--- src/rtl/gpio_out_mux_pkg.sv ---
package gpio_out_mux_pkg;
  localparam int REG_W        = 32;
  localparam int SEL_W        = 5;
  localparam int PINS_PER_SEL = 6;
  localparam int MODE_W       = 2;
  localparam int PINS_PER_OE  = REG_W / MODE_W;

  typedef logic [SEL_W-1:0]  sel_t;
  typedef logic [MODE_W-1:0] mode_t;

  localparam mode_t MODE_DRIVE = '1;

  function automatic int ceil_div(input int a, input int b);
    return (a + b - 1) / b;
  endfunction

  function automatic int oe_base(input int pins);
    return ceil_div(pins, PINS_PER_SEL);
  endfunction

  function automatic int dout_addr(input int pins);
    return oe_base(pins) + ceil_div(pins, PINS_PER_OE);
  endfunction

  function automatic int din_addr(input int pins);
    return dout_addr(pins) + 1;
  endfunction
endpackage

--- src/rtl/gpio_out_mux_sync.sv ---
module gpio_out_mux_sync #(
  parameter int W = 18
) (
  input  logic         clk,
  input  logic         rst_n,
  input  logic [W-1:0] async_i,
  output logic [W-1:0] sync_o
);
  logic [W-1:0] stage1_q;
  logic [W-1:0] stage2_q;

  always_ff @(posedge clk or negedge rst_n) begin
    if (!rst_n) begin
      stage1_q <= '0;
      stage2_q <= '0;
    end else begin
      stage1_q <= async_i;
      stage2_q <= stage1_q;
    end
  end

  assign sync_o = stage2_q;
endmodule

--- src/rtl/gpio_out_mux_regs.sv ---
module gpio_out_mux_regs
  import gpio_out_mux_pkg::*;
#(
  parameter int NUM_PINS = 18,
  parameter int ADDR_W   = 3
) (
  input  logic              clk,
  input  logic              rst_n,
  input  logic              req_valid,
  input  logic              req_write,
  input  logic [ADDR_W-1:0] req_addr,
  input  logic [REG_W-1:0]  req_wdata,
  input  logic [NUM_PINS-1:0] din_sync,
  output sel_t              sel_o  [NUM_PINS],
  output mode_t             mode_o [NUM_PINS],
  output logic [NUM_PINS-1:0] dout_o,
  output logic              rsp_valid,
  output logic [REG_W-1:0]  rsp_rdata
);
  localparam int A_OE   = oe_base(NUM_PINS);
  localparam int A_DOUT = dout_addr(NUM_PINS);
  localparam int A_DIN  = din_addr(NUM_PINS);

  sel_t              sel_q  [NUM_PINS];
  mode_t             mode_q [NUM_PINS];
  logic [NUM_PINS-1:0] dout_q;
  logic [REG_W-1:0]  rd_word;
  logic              wr_fire;
  logic              rd_fire;

  assign wr_fire = req_valid && req_write;
  assign rd_fire = req_valid && !req_write;

  always_ff @(posedge clk or negedge rst_n) begin
    if (!rst_n) begin
      for (int p = 0; p < NUM_PINS; p++) begin
        sel_q[p]  <= '0;
        mode_q[p] <= '0;
      end
      dout_q <= '0;
    end else if (wr_fire) begin
      for (int p = 0; p < NUM_PINS; p++) begin
        if (req_addr == ADDR_W'(p / PINS_PER_SEL))
          sel_q[p] <= req_wdata[(p % PINS_PER_SEL)*SEL_W +: SEL_W];
        if (req_addr == ADDR_W'(A_OE + p / PINS_PER_OE))
          mode_q[p] <= req_wdata[(p % PINS_PER_OE)*MODE_W +: MODE_W];
        if (req_addr == ADDR_W'(A_DOUT))
          dout_q[p] <= req_wdata[p];
      end
    end
  end

  always_comb begin
    rd_word = '0;
    for (int p = 0; p < NUM_PINS; p++) begin
      if (req_addr == ADDR_W'(p / PINS_PER_SEL))
        rd_word[(p % PINS_PER_SEL)*SEL_W +: SEL_W] = sel_q[p];
      if (req_addr == ADDR_W'(A_OE + p / PINS_PER_OE))
        rd_word[(p % PINS_PER_OE)*MODE_W +: MODE_W] = mode_q[p];
      if (req_addr == ADDR_W'(A_DOUT))
        rd_word[p] = dout_q[p];
      if (req_addr == ADDR_W'(A_DIN))
        rd_word[p] = din_sync[p];
    end
  end

  always_ff @(posedge clk or negedge rst_n) begin
    if (!rst_n) begin
      rsp_valid <= 1'b0;
      rsp_rdata <= '0;
    end else begin
      rsp_valid <= rd_fire;
      if (rd_fire) rsp_rdata <= rd_word;
    end
  end

  assign sel_o  = sel_q;
  assign mode_o = mode_q;
  assign dout_o = dout_q;
endmodule

--- src/rtl/gpio_out_mux_pin.sv ---
module gpio_out_mux_pin
  import gpio_out_mux_pkg::*;
#(
  parameter int NUM_SRC = 6
) (
  input  sel_t               sel,
  input  mode_t              mode,
  input  logic               sw_bit,
  input  logic [NUM_SRC-1:0] hw_sig,
  output logic               pad_out,
  output logic               pad_oe
);
  logic src_bit;
  logic drive;

  always_comb begin
    src_bit = 1'b0;
    if (sel == '0) src_bit = sw_bit;
    for (int k = 0; k < NUM_SRC; k++) begin
      if (sel == SEL_W'(k + 1)) src_bit = hw_sig[k];
    end
  end

  assign drive   = (mode == MODE_DRIVE);
  assign pad_oe  = drive;
  assign pad_out = drive & src_bit;
endmodule

--- src/rtl/gpio_out_mux.sv ---
module gpio_out_mux
  import gpio_out_mux_pkg::*;
#(
  parameter int NUM_PINS = 18,
  parameter int NUM_SRC  = 6,
  parameter int ADDR_W   = 3
) (
  input  logic                clk,
  input  logic                rst_n,
  input  logic                req_valid,
  input  logic                req_write,
  input  logic [ADDR_W-1:0]   req_addr,
  input  logic [31:0]         req_wdata,
  output logic                rsp_valid,
  output logic [31:0]         rsp_rdata,
  input  logic [NUM_SRC-1:0]  hw_sig,
  input  logic [NUM_PINS-1:0] pad_in,
  output logic [NUM_PINS-1:0] pad_out,
  output logic [NUM_PINS-1:0] pad_oe
);
  sel_t                sel  [NUM_PINS];
  mode_t               mode [NUM_PINS];
  logic [NUM_PINS-1:0] dout;
  logic [NUM_PINS-1:0] din_sync;

  gpio_out_mux_sync #(.W(NUM_PINS)) sync_i (
    .clk     (clk),
    .rst_n   (rst_n),
    .async_i (pad_in),
    .sync_o  (din_sync)
  );

  gpio_out_mux_regs #(.NUM_PINS(NUM_PINS), .ADDR_W(ADDR_W)) regs_i (
    .clk       (clk),
    .rst_n     (rst_n),
    .req_valid (req_valid),
    .req_write (req_write),
    .req_addr  (req_addr),
    .req_wdata (req_wdata),
    .din_sync  (din_sync),
    .sel_o     (sel),
    .mode_o    (mode),
    .dout_o    (dout),
    .rsp_valid (rsp_valid),
    .rsp_rdata (rsp_rdata)
  );

  for (genvar p = 0; p < NUM_PINS; p++) begin : g_pin
    gpio_out_mux_pin #(.NUM_SRC(NUM_SRC)) pin_i (
      .sel     (sel[p]),
      .mode    (mode[p]),
      .sw_bit  (dout[p]),
      .hw_sig  (hw_sig),
      .pad_out (pad_out[p]),
      .pad_oe  (pad_oe[p])
    );
  end
endmodule

--- config.mk ---
export PLATFORM = sky130hd
export DESIGN_NAME = gpio_out_mux
export DESIGN_NICKNAME = d
export VERILOG_FILES = /design/src/rtl/gpio_out_mux_pkg.sv /design/src/rtl/gpio_out_mux_sync.sv /design/src/rtl/gpio_out_mux_regs.sv /design/src/rtl/gpio_out_mux_pin.sv /design/src/rtl/gpio_out_mux.sv
export SDC_FILE = /design/constraint.sdc
export NUM_CORES = 1
export LEC_CHECK = 0
export BUFFER_PORTS_ARGS = -buffer_cell sky130_fd_sc_hd__buf_2
export CORE_MARGIN = 8
export CORE_UTILIZATION = 40
export DETAILED_ROUTE_END_ITERATION = 8
export HOLD_SLACK_MARGIN = 0.1
export PLACE_DENSITY = 0.68
export SLEW_MARGIN = 20
export SYNTH_ARGS = -nofsm -noshare
export SYNTH_HDL_FRONTEND = slang
export SYNTH_SLANG_ARGS = --single-unit
export TNS_END_PERCENT = 20
--- constraint.sdc ---
create_clock -name clk -period 1.71 [get_ports clk]
set_input_delay 0.342 -clock clk [delete_from_list [all_inputs] [get_ports clk]]
set_output_delay 0.342 -clock clk [all_outputs]
set_load 0.02 [all_outputs]
==> results of run 1 <==
-- critical path: cells and delay by family (launching register included) --
kind,cells,cell delay [ns]
muxes,1,0.46
DFF,1,0.42
AOI/OAI and AO/OA,1,0.20
and+or+nand+nor,1,0.07
buffers and inverters,2,0.28
-- through the flow --
step                        util  cells  hold WS (ns)  area, um^2  setup TNS [ns]
after global routing      0.5173   1365        0.1200       13370          -10.57
after floorplan                -    793       0.04641       10450               0
after CTS                 0.5130   1365        0.1023       13250          -10.07
final                     0.5174   1366        0.1245       13370          -9.263
after detailed placement  0.4642   1290        0.1809       11990          -18.07
after global placement    0.4642   1290        0.1818       11990          -15.51
-- power by group --
part / leakage [nW] / switching (W) / internal (W) / total, W
clock network: 0.393 / 0.00207 / 0.00296 / 0.00503
registers: 2.60 / 0.000967 / 0.00602 / 0.00699
logic: 2.97 / 0.00176 / 0.00226 / 0.00402
total: 5.96 / 0.00480 / 0.0112 / 0.0160
-- registers in the layout (all words and copies together) (netlist names) --
register,cells
sync_i.sync_o,18
regs_i.rsp_rdata,32
regs_i.rsp_valid,1
sync_i.stage1_q,18
regs_i.mode_o,36
regs_i.dout_o,18
regs_i.sel_o,90
-- what timing repair did --
item	4_1_cts	5_1_grt
hold buffers	34	0
endpoints found under the setup margin	25	22
hold endpoints to repair	262	0
setup buffers	0	3
cloned	0	0
pin swaps	3	8
resized for setup	56	36
-- cells in the mapped netlist (all sizes together) (11+ instances only) --
| cell | instances |
|---|---|
| nor2b | 14 |
| buf | 75 |
| nand2b | 11 |
| nor2 | 22 |
| mux4 | 30 |
| nand3b | 13 |
| o211ai | 14 |
| nor4b | 18 |
| nand2 | 34 |
| o21ai | 49 |
| clkbuf | 11 |
| and2 | 17 |
| mux2 | 142 |
| dfrtp | 213 |
| mux2i | 29 |
| a22o | 18 |
| a21oi | 14 |
-- routing by layer --
metal	GRT usage	share of wire	wire length [um]	up-vias
li1	-	-	-	3343
met1	0.2519	0.43	12910	3793
met2	0.3092	0.48	14540	245
met3	0.03660	0.062	1873	56
met4	0.06113	0.027	799	4
met5	0	0.00076	23	-
-- path summary, 6_finish.rpt --
path                                                    start                               end  depth (start not counted)
max in group asynchronous                               rst_n      regs_i.dout_o[5]$_DFFE_PN0P_                          3
min in group asynchronous                               rst_n  regs_i.rsp_rdata[26]$_DFFE_PN0P_                          2
worst min-delay path                             req_wdata[6]     regs_i.mode_o[28]$_DFFE_PN0P_                          2
worst max-delay path             regs_i.dout_o[9]$_DFFE_PN0P_                        pad_out[9]                          5
worst max register to register   regs_i.sel_o[72]$_DFFE_PN0P_  regs_i.rsp_rdata[17]$_DFFE_PN0P_                          7
worst min register to register  sync_i.stage1_q[14]$_DFF_PN0_       sync_i.sync_o[14]$_DFF_PN0_                          0
-- area by class of cell --
cell class / instances / share of cell area
clock inverter: 8 / 0.003556
multi-input combinational: 484 / 0.3510
inverter: 10 / 0.002808
sequential: 213 / 0.3998
tap: 335 / 0.03135
clock buffer: 34 / 0.05456
timing repair buffer: 281 / 0.1568
antenna: 1 / 0.0001872
-- kinds of logic (layout without fill, tap and decap cells) --
kind of cell,Yosys count,count (layout),synth area share
buf+inv,96,333,0.06048
simple gates,139,139,0.08060
mux,201,201,0.2563
flops,213,213,0.5102
other cells,0,1,0
compound gates,144,144,0.09245
==> impl_metrics.env, run 1 <==
export IMPL_drv_slew=0
export IMPL_cp_arrival_ns=1.94
export IMPL_fin_crit_sh=1.336
export IMPL_syn_area_mm2=0.01045
export IMPL_dp_hpwl_um=21810
export IMPL_drv_cap=0
export IMPL_dieArea_mm2=0.03155
export IMPL_synth_nets=856
export IMPL_finalSetupViolations=19
export IMPL_nFillCells=2217
export IMPL_skew_ns=0.01055
export IMPL_grt_overflow_total=0
export IMPL_grt_pass1_wl_um=46550
export IMPL_setup_slack_ns=-0.5744
export IMPL_drive_gt1_frac=0.4981
export IMPL_ant_nets=0
export IMPL_yosys_area_top_type="dfrtp_1"
export IMPL_clk_pin_slew_ns=0.06
export IMPL_fmax_mhz=437.8
export IMPL_vias=7441
export IMPL_nets=1078
export IMPL_die_y_um=177.6
export IMPL_dpl_worst_slack_ns=-0.4905
export IMPL_grt_pass1_vias=7960
export IMPL_std_cell_rows=59
export IMPL_gp_congestion=0.8679
export IMPL_grt_max_degree=96
export IMPL_min_path_type="input pin to flop"
export IMPL_vias_per_cell=5.447
export IMPL_rsz0062_at_grt="yes"
export IMPL_reg2reg_setup_slack_ns=-0.05
export IMPL_htreeDepth=1
export IMPL_start_kind="flop"
export IMPL_ys_seq_area_frac=0.5102
export IMPL_routed_wl_um=30150
export IMPL_start_util=0.4044
export IMPL_finalPower_w=0.01604
export IMPL_antenna_found_initial=3
export IMPL_layout_commonest_cell="dfrtp_1"
export IMPL_slew_limit_headroom=0.6538
export IMPL_seq_area_mm2=0.005345
export IMPL_hold_viol_final=0
export IMPL_syn_instance_count=793
export IMPL_grtUsageTotal=0.1899
export IMPL_async_flop_share=1.000
export IMPL_multiInputGateArea_mm2=0.004692
export IMPL_clk_latency_ns=0.52
export IMPL_core_area_mm2=0.02584
export IMPL_io_buffer_count=131
export IMPL_p_per_area_mw_per_mm2=1200
export IMPL_syn_to_final_growth_pct=27.96
export IMPL_clockRootBuffer="clkbuf_16"
export IMPL_max_stage_delay_ns=0.46
export IMPL_yosys_area_top_type_share=0.5102
export IMPL_finalCriticalPeriod_ns=2.284
export IMPL_synthTopCellsByArea="dfrtp_1, mux2_2, mux4_2, mux2_4, buf_4"
export IMPL_wl_per_cell_um=22.07
export IMPL_crit_required_ns=1.37
export IMPL_drt_pre_antenna_iters=6
export IMPL_io_pin_count=132
export IMPL_yosysWarnings=0
export IMPL_final_cell_mix="dfrtp_1, buf_2, mux2_2, buf_4, dlygate4sd3_1"
export IMPL_avgSynthCellArea_um2=13.17
export IMPL_path_class="flop to output port"
export IMPL_die_x_um=177.6
export IMPL_ys_types=48
export IMPL_p_leak_nw=5.963
export IMPL_crit_slowest_cell="mux4_2"
export IMPL_route_detailed_drc=0
export IMPL_ys_flop_type="dfrtp_1"
export IMPL_status="finished with violations"
export IMPL_worstMarginPinSlew_ns=0.5193
export IMPL_ir_drop_mv=0.7339
export IMPL_clockBufferDepth=3
export IMPL_failed_checks="negative setup slack"
export IMPL_cts_num_sinks=213
export IMPL_initialDrtViolationCount=566
export IMPL_numCtsBuffers=25
export IMPL_synth_edff_count=0
export IMPL_critPathCaptureType="output port"
export IMPL_critPathMaxFanout=2
export IMPL_synth_seq_cells=213
export IMPL_cp_cell_sequence="mux4_2 > o21ai_1 > nor4b_2 > buf_4 > buf_2"
export IMPL_cts_tree="built"
(Power assumes the default switching activity.)
==> inputs of run 2 (changes only) <==
--- a/config.mk
+++ b/config.mk
@@ -5,6 +5,7 @@
 export SDC_FILE = /design/constraint.sdc
 export NUM_CORES = 1
 export LEC_CHECK = 0
+export ABC_AREA = 1
 export BUFFER_PORTS_ARGS = -buffer_cell sky130_fd_sc_hd__buf_2
 export CORE_MARGIN = 8
 export CORE_UTILIZATION = 40
==> impl_metrics.env, run 2 <==
export IMPL_finalPower_w=0.01531
export IMPL_finalInstanceArea_mm2=0.01295
export IMPL_slew_limit_headroom=0.7361
export IMPL_reg2reg_from="regs_i.mode_o[19]$_DFFE_PN0P_"
export IMPL_ant_nets=0
export IMPL_timing_rr_end="regs_i.rsp_rdata[17]$_DFFE_PN0P_"
export IMPL_synth_nets=1319
export IMPL_finalSetupViolations=18
export IMPL_ir_drop_mv=0.6505
export IMPL_skew_ns=0.01037
export IMPL_dieArea_mm2=0.03079
export IMPL_grt_pass1_vias=9284
export IMPL_fmax_mhz=490.5
export IMPL_reg2reg_setup_slack_ns=0.43
export IMPL_hold_end="regs_i.dout_o[2]$_DFFE_PN0P_"
export IMPL_drt_pre_antenna_iters=7
export IMPL_rsz0062_at_grt="yes"
export IMPL_synth_common_cells="nand2_1, dfrtp_1, inv_1"
export IMPL_yosys_area_top_type="dfrtp_1"
export IMPL_p_leak_nw=6.289
export IMPL_grt_pass1_wl_um=52010
export IMPL_grt_max_degree=50
export IMPL_dp_hpwl_um=23730
export IMPL_yosysWarnings=0
export IMPL_setup_slack_ns=-0.3285
export IMPL_routed_wl_met2_um=15230
export IMPL_core_area_mm2=0.02511
export IMPL_layout_commonest_cell="nand2_1"
export IMPL_critPathMaxFanout=4
export IMPL_vias_per_cell=5.334
export IMPL_antenna_found_initial=1
export IMPL_start_util=0.4051
export IMPL_clk_pin_slew_ns=0.06
export IMPL_hold_viol_final=0
export IMPL_path_class="flop to output port"
export IMPL_ys_seq_area_frac=0.5240
export IMPL_ys_flop_type="dfrtp_1"
export IMPL_io_buffer_count=131
export IMPL_wl_per_cell_um=18.78
export IMPL_largest_reg_flops=90
export IMPL_status="finished with violations"
export IMPL_syn_instance_count=1256
export IMPL_gp_congestion=0.9268
export IMPL_die_y_um=175.5
export IMPL_wl_met3_um=3034
export IMPL_cts_num_sinks=213
export IMPL_wl_met1_um=13950
export IMPL_route_detailed_drc=0
export IMPL_routed_top_layer="met5"
export IMPL_critPathCaptureType="output port"
export IMPL_drv_cap=0
export IMPL_clk_latency_ns=0.51
export IMPL_grt_overflow_total=0
export IMPL_finalCriticalPeriod_ns=2.039
export IMPL_final_cell_mix="nand2_1, dfrtp_1, o21ai_1"
export IMPL_post_synth_top_count_cell="nand2_1"
export IMPL_hold_start="req_wdata[2]"
export IMPL_failed_checks="negative setup slack"
export IMPL_fin_crit_sh=1.192
export IMPL_ys_types=30
export IMPL_nets=1499
export IMPL_cp_arrival_ns=1.70
export IMPL_avgSynthCellArea_um2=8.098
export IMPL_die_x_um=175.5
export IMPL_std_cell_rows=58
export IMPL_drive_gt1_frac=0.2340
export IMPL_ff2ff_path_depth=6
export IMPL_p_per_area_mw_per_mm2=1182
export IMPL_vias=9510
export IMPL_syn_to_final_growth_pct=27.33
export IMPL_drv_slew=0
export IMPL_numCtsBuffers=23
export IMPL_n_antenna_cell=0
export IMPL_worstMarginPinSlew_ns=0.3958
export IMPL_place_area_mm2=0.01139
export IMPL_async_flop_share=1.000
export IMPL_nFillCells=2396
export IMPL_clockRootBuffer="clkbuf_16"
export IMPL_yosys_area_top_type_share=0.5240
export IMPL_crit_required_ns=1.37
export IMPL_routed_wl_um=33480
export IMPL_synthTopCellsByArea="dfrtp_1, nand2_1, o21ai_1, o21ai_0, a21oi_1"
export IMPL_cts_tree="built"
export IMPL_htreeDepth=1
export IMPL_start_kind="flop"
export IMPL_io_pin_count=132
export IMPL_worstHoldPathCells=3
export IMPL_grtUsageTotal=0.2139
export IMPL_clockBufferDepth=3
export IMPL_initialDrtViolationCount=934
export IMPL_synth_edff_count=0
export IMPL_min_path_type="input pin to flop"
export IMPL_synth_seq_cells=213
export IMPL_syn_area_mm2=0.01017
run 2: cell count changes after synthesis, sizes merged, moves of 60 or more:
cell / delta
a21oi: +74
inv: +109
mux2: -140
nand2: +298
nor2: +60
o21ai: +156
run 2: metal layers:
metal / up-vias / GRT usage
met5: - / 0
met4: 2 / 0.07948
met3: 87 / 0.04595
met2: 436 / 0.3409
met1: 4539 / 0.2822
li1: 4446 / -
run 2: final cells by class:
cell class	count	area, um^2	area share
inverters	122	465.4	0.03594
well taps	330	412.9	0.03188
clock inverters	10	131.4	0.01014
clock buffers	32	669.4	0.05169
multi-input cells	829	3986	0.3078
flip-flops and latches	213	5343	0.4125
repair buffers	247	1943	0.1500
run 2: what timing repair did:
| item | CTS | global route |
|---|---|---|
| hold buffers | 35 | 0 |
| endpoints found under the hold margin | 247 | 0 |
| pin swaps | 13 | 18 |
| buffers inserted | 15 | 6 |
| gates resized for setup | 81 | 44 |
| endpoints found under the setup margin | 19 | 20 |
run 2: per-stage QoR:
step / setup WS [ns] / hold slack [ns] / setup TNS, ns / utilization / cells
after CTS: -0.3343 / 0.1018 / -4.913 / 0.5106 / 1777
after global placement: -0.1188 / 0.2550 / -1.040 / 0.4537 / 1685
after global routing: -0.3901 / 0.1145 / -6.054 / 0.5158 / 1783
after floorplan: 0.002479 / 0.04641 / 0 / - / 1256
after detailed placement: -0.1086 / 0.2540 / -1.070 / 0.4537 / 1685
final: -0.3285 / 0.1141 / -4.576 / 0.5158 / 1783
run 2: kinds of logic after synthesis:
family | share of synthesized area
and+or+nand+nor | 0.2096
AOI/OAI and AO/OA | 0.1647
buffers and inverters | 0.09940
DFF | 0.5240
muxes | 0.002214
run 2: worst max-delay path by stage:
stage / endpoint / cells after the start / start
after floorplan: pad_out[10] / 7 / hw_sig[4]
after global routing: pad_out[14] / 5 / regs_i.sel_o[15]$_DFFE_PN0P_
final: pad_out[2] / 7 / regs_i.sel_o[77]$_DFFE_PN0P_
after CTS: pad_out[13] / 7 / regs_i.sel_o[22]$_DFFE_PN0P_
after detailed placement: pad_out[2] / 9 / hw_sig[1]
after global placement: pad_out[2] / 9 / hw_sig[1]
run 2: power breakdown:
| group | total, W | leakage, nW | internal (W) | switching, W |
|---|---|---|---|---|
| registers | 0.00674 | 2.63 | 0.00591 | 0.000829 |
| logic | 0.00329 | 3.26 | 0.00133 | 0.00195 |
| clock network | 0.00528 | 0.397 | 0.00319 | 0.00209 |
| total | 0.0153 | 6.29 | 0.0104 | 0.00487 |
run 2: worst max-delay path, cell delays in order, from the launching register on:
cell     delay, ns
dfrtp_1       0.42
inv_2         0.10
buf_4         0.11
nor2_1        0.03
o21ai_1       0.18
a21oi_2       0.07
nor2_4        0.14
buf_6         0.13
